[config.mk]
export PLATFORM = sky130hd
export DESIGN_NAME = uart_tick_gen
export DESIGN_NICKNAME = d
export VERILOG_FILES = /design/src/rtl/uart_tick_gen.sv
export SDC_FILE = /design/constraint.sdc
export NUM_CORES = 1
export LEC_CHECK = 0
export BUFFER_PORTS_ARGS = -buffer_cell sky130_fd_sc_hd__buf_2
export CAP_MARGIN = 20
export CELL_PAD_IN_SITES_DETAIL_PLACEMENT = 1
export CELL_PAD_IN_SITES_GLOBAL_PLACEMENT = 1
export CORE_MARGIN = 4
export CORE_UTILIZATION = 30
export DETAILED_ROUTE_END_ITERATION = 10
export GPL_TIMING_DRIVEN = 1
export PLACE_DENSITY_LB_ADDON = 0.15
export SETUP_SLACK_MARGIN = 0.1
export SLEW_MARGIN = 25
export SYNTH_ARGS = -nofsm -noshare
export SYNTH_HDL_FRONTEND = slang
export SYNTH_SLANG_ARGS = --single-unit
[constraint.sdc]
create_clock -name clk -period 4.76 [get_ports clk]
set_clock_uncertainty 0.15 [all_clocks]
set_input_delay 0.714 -clock clk [delete_from_list [all_inputs] [get_ports clk]]
set_output_delay 0.714 -clock clk [all_outputs]
set_load 0.05 [all_outputs]
[src/rtl/uart_tick_gen.sv]
module uart_tick_gen #(
  parameter int DIV_W    = 13,
  parameter int OSR_W    = 5,
  parameter int OSR_MIN  = 3,
  parameter int OSR_DFLT = 15
) (
  input  logic             clk,
  input  logic             rst_n,
  input  logic             en,
  input  logic [DIV_W-1:0] divisor,
  input  logic [OSR_W-1:0] osr,
  output logic             sample_tick,
  output logic             bit_tick
);

  logic [DIV_W-1:0] div_cnt, div_q;
  logic [OSR_W-1:0] osr_cnt, osr_q, osr_eff;
  logic             en_q, hold;

  assign osr_eff = (osr < OSR_W'(OSR_MIN)) ? OSR_W'(OSR_DFLT) : osr;

  assign hold = !en || !en_q || (divisor == '0) ||
                (divisor != div_q) || (osr_eff != osr_q);

  assign sample_tick = !hold && (div_cnt == divisor - DIV_W'(1));
  assign bit_tick    = sample_tick && (osr_cnt == osr_eff);

  always_ff @(posedge clk or negedge rst_n) begin
    if (!rst_n) begin
      en_q    <= 1'b0;
      div_q   <= '0;
      osr_q   <= '0;
      div_cnt <= '0;
      osr_cnt <= '0;
    end else begin
      en_q  <= en;
      div_q <= divisor;
      osr_q <= osr_eff;
      if (hold) begin
        div_cnt <= '0;
        osr_cnt <= '0;
      end else begin
        div_cnt <= sample_tick ? '0 : div_cnt + DIV_W'(1);
        if (bit_tick)         osr_cnt <= '0;
        else if (sample_tick) osr_cnt <= osr_cnt + OSR_W'(1);
      end
    end
  end

  AST_OFF_AT_ZERO: assert property (@(posedge clk) disable iff (!rst_n)
    (divisor == '0) |-> (!sample_tick && !bit_tick));

  AST_SINGLE_PULSE: assert property (@(posedge clk) disable iff (!rst_n)
    (sample_tick && div_q > DIV_W'(1)) |=> !sample_tick);

  AST_BIT_ON_SAMPLE: assert property (@(posedge clk) disable iff (!rst_n)
    bit_tick |-> sample_tick);

  AST_RATIO_RANGE: assert property (@(posedge clk) disable iff (!rst_n)
    en_q |-> (osr_q >= OSR_W'(OSR_MIN) && osr_cnt <= osr_q));

  AST_CHANGE_CLEARS: assert property (@(posedge clk) disable iff (!rst_n)
    (divisor != div_q) |=> (div_cnt == '0 && osr_cnt == '0));

  AST_EN_LOW_CLEARS: assert property (@(posedge clk) disable iff (!rst_n)
    !en |=> (div_cnt == '0 && osr_cnt == '0 && !sample_tick));

  always_comb begin
    if (!rst_n) AST_QUIET_IN_RESET: assert (!sample_tick && !bit_tick);
  end

endmodule

==> summary.txt <==
Core ar. = 7210 um^2
Worst-Skew Late Latency = 290 ps
Clk pwr share = 37.8%
Num CTS Buffers = 5
cell count after synthesis = 233
r2r setup slk = 2040 ps
final core utilization = 34.7%
FF-to-FF Start = div_cnt[5]
top-area cell type share of the netlist area = 41.6%
grt ovf = 0
Worst setup EP type = output port
Routed WL per cell = 14.8 um
reg-to-reg endpoint = osr_cnt[3]
CP Max Fanout = 12
drt first pass iters = 4
std cell rows = 31
Sink Count = 37
largest net degree at the start of global routing = 38
WP data required = 3900 ps
worst-margin pin slew = 847 ps
number of setup violations in the final report = 0
number of nets in the layout = 275
initial drt markers = 41
Synth warnings = 0
Buffers on Ports = 22
TNS Setup = 0 ps
min Tclk post-route = 4010 ps
Area contributors post-synth = dfrtp_1 (42%), xnor2_1 (9.4%), xor2_1 (9.1%)
initial core utilization = 30.9%
Comb power frac = 11.5%
critical path class = in -> out
DRC viols = 0
FF/Latch Area = 926 um^2
Pint = 0.000484 W
ys flop type = dfrtp_1
startpoint type of the worst setup path = input port
EDFF count, synth = 0
Worst EP arrival = 3150 ps
status = finished, final reports clean
FF-to-FF path depth = 8
final period utilization = 84.3%
die width = 94.1 um
filler instances = 860
fmax = 249 MHz
initial antenna violation count = 0
Flop pwr share = 50.7%
Syn Area/Cell = 9.55 um^2
Pins Over Slew Limit = 0
Final Worst Setup Slack = 748 ps
CTS Buffer Depth = 2
Synth Register Bits = 37
WL final = 5190 um
global-route wire length before repair = 9020 um
leakage power = 0.977 nW
Root Buffer = clkbuf_8
CTS tree = done
Die ar. = 8860 um^2
max capacitance violation total = 0
most instantiated cells after synthesis = dfrtp_1 (37), xnor2_1 (24), nor2_1 (23), xor2_1 (23), nand3_1 (13)
Total Routing Usage GR = 13.0%
Ports = 23
VDD IR max = 0.0915 mV
sw frac = 24.8%
RePlAce Congestion = 0.713
hpwl dp = 3930 um
HP Class = in -> async
DR vias = 1712
htree depth = 2
Yosys top cell by area = dfrtp_1
post-synth net total = 258
sw power = 0.000160 W
most frequent cell after synthesis = dfrtp_1
Area Overhead vs Synth = 12.4%
Die Y = 94.1 um
Place WS = 750 ps
Reg clk slew, reported paths = 80 ps
synth unique cells = 46
Finished Layout Cells = 350
area of the multi-input gates = 1200 um^2
vias in the first global route = 1769
antenna cell count = 0
Max-Slew Margin vs Limit = 43.5%
share of layout cells above drive strength 1 = 17.9%
mean number of vias per cell = 4.89
antenna viol nets, final = 0
RSZ-0062 raised after global routing = no
mapped cell area = 2230 um^2
Hold Fails Final Rpt = 0
ys async rst share = 100%
placed cell count = 342
Pwr per Cell Area = 257 nW/um^2
register area share after synthesis = 41.6%
buffer count from post-CTS setup fixing = 0
CTS Hold Buffers Added = 0
cts repair resizes = 0
==> state kept, by name, summed over array words and instances (netlist names) <==
name     cells
osr_q        5
div_q       13
div_cnt     13
en_q         1
osr_cnt      5
==> critical path: stages <==
cell and delay (ps):
buf_2 150, inv_1 90, ha_1 230, or3b_1 470, or4_1 490, a31oi_1 190, nand4_1 120, buf_4 190
nor2_2 100, and2_1 130, buf_2 250
==> worst max-delay path by stage <==
stage,start,to,slack (ps),cells after the start
final,divisor[0],bit_tick,750,11
after global routing,divisor[0],bit_tick,490,11
after CTS,divisor[0],bit_tick,740,11
after detailed placement,divisor[0],bit_tick,750,11
after global placement,divisor[0],bit_tick,830,11
after floorplan,divisor[0],bit_tick,350,11
==> kinds of logic after synthesis <==
| group | count (synthesis) | share of synthesized area (%) |
|---|---|---|
| buffers and inverters | 20 | 4.50 |
| muxes | 4 | 1.97 |
| and+or+nand+nor | 92 | 22.5 |
| DFF | 37 | 41.6 |
| xor gates and xnor gates | 47 | 18.5 |
| adders and majority gates | 4 | 2.25 |
| AOI/OAI and AO/OA | 29 | 8.66 |
==> power by group through the flow <==
stage / Combinational (W) / Clock [W] / Sequential, W
after global placement: 0.0000750 / 0 / 0.000332
after CTS: 0.0000762 / 0.000258 / 0.000326
after floorplan: 0.0000473 / 0 / 0.000332
after global routing: 0.0000848 / 0.000269 / 0.000327
after detailed placement: 0.0000759 / 0 / 0.000333
final: 0.0000740 / 0.000244 / 0.000326
==> through the flow <==
| step | power (W) | hold WS [ps] | cell area (um^2) |
|---|---|---|---|
| floorplan | 0.000379 | 268 | 2230 |
| CTS | 0.000661 | 388 | 2500 |
| global route | 0.000681 | 385 | 2500 |
| finish | 0.000644 | 380 | 2500 |
| global placement | 0.000407 | 407 | 2400 |
| detailed placement | 0.000409 | 394 | 2400 |
==> cell type report <==
class	instances	share of cell area, %
inverter	6	0.900
timing repair buffer	24	5.00
tap	99	4.95
sequential	37	37.0
clock inverter	1	0.200
clock buffer	7	3.85
multi-input combinational	176	48.1
==> cell usage in the layout, fill, tap and decap left out, types with 2 or more instances in the layout <==
cell      synthesis  final
and3_1            2      2
buf_2             5     22
or4_1             4      4
mux2_2            3      3
nor2b_1           2      2
nand4_1           5      5
or3_1             3      3
nand2_1          11     11
a21oi_1          10     10
nand3_1          13     13
ha_1              4      4
nor4_1            5      5
o41ai_1           2      2
a31oi_1           3      3
xnor2_1          24     24
or2_2             2      2
o21ai_0           4      4
xor2_1           23     23
buf_4             1      2
nor2_1           23     22
clkbuf_8          0      7
and2_1            3      3
nor3_1            9      9
or3b_1            2      2
dfrtp_1          37     37
inv_1             6      6
==> routing by layer <==
layer	routed length, um	global-route usage, %	share of wire, %	up-vias
li1	-	-	-	847
met1	2600	17.7	50	845
met2	2430	20.6	47	15
met3	120	3.04	2.3	5
met4	44	3.25	0.85	0
met5	0	0	0	-
Note: power is estimated with default switching activity, not from simulation.
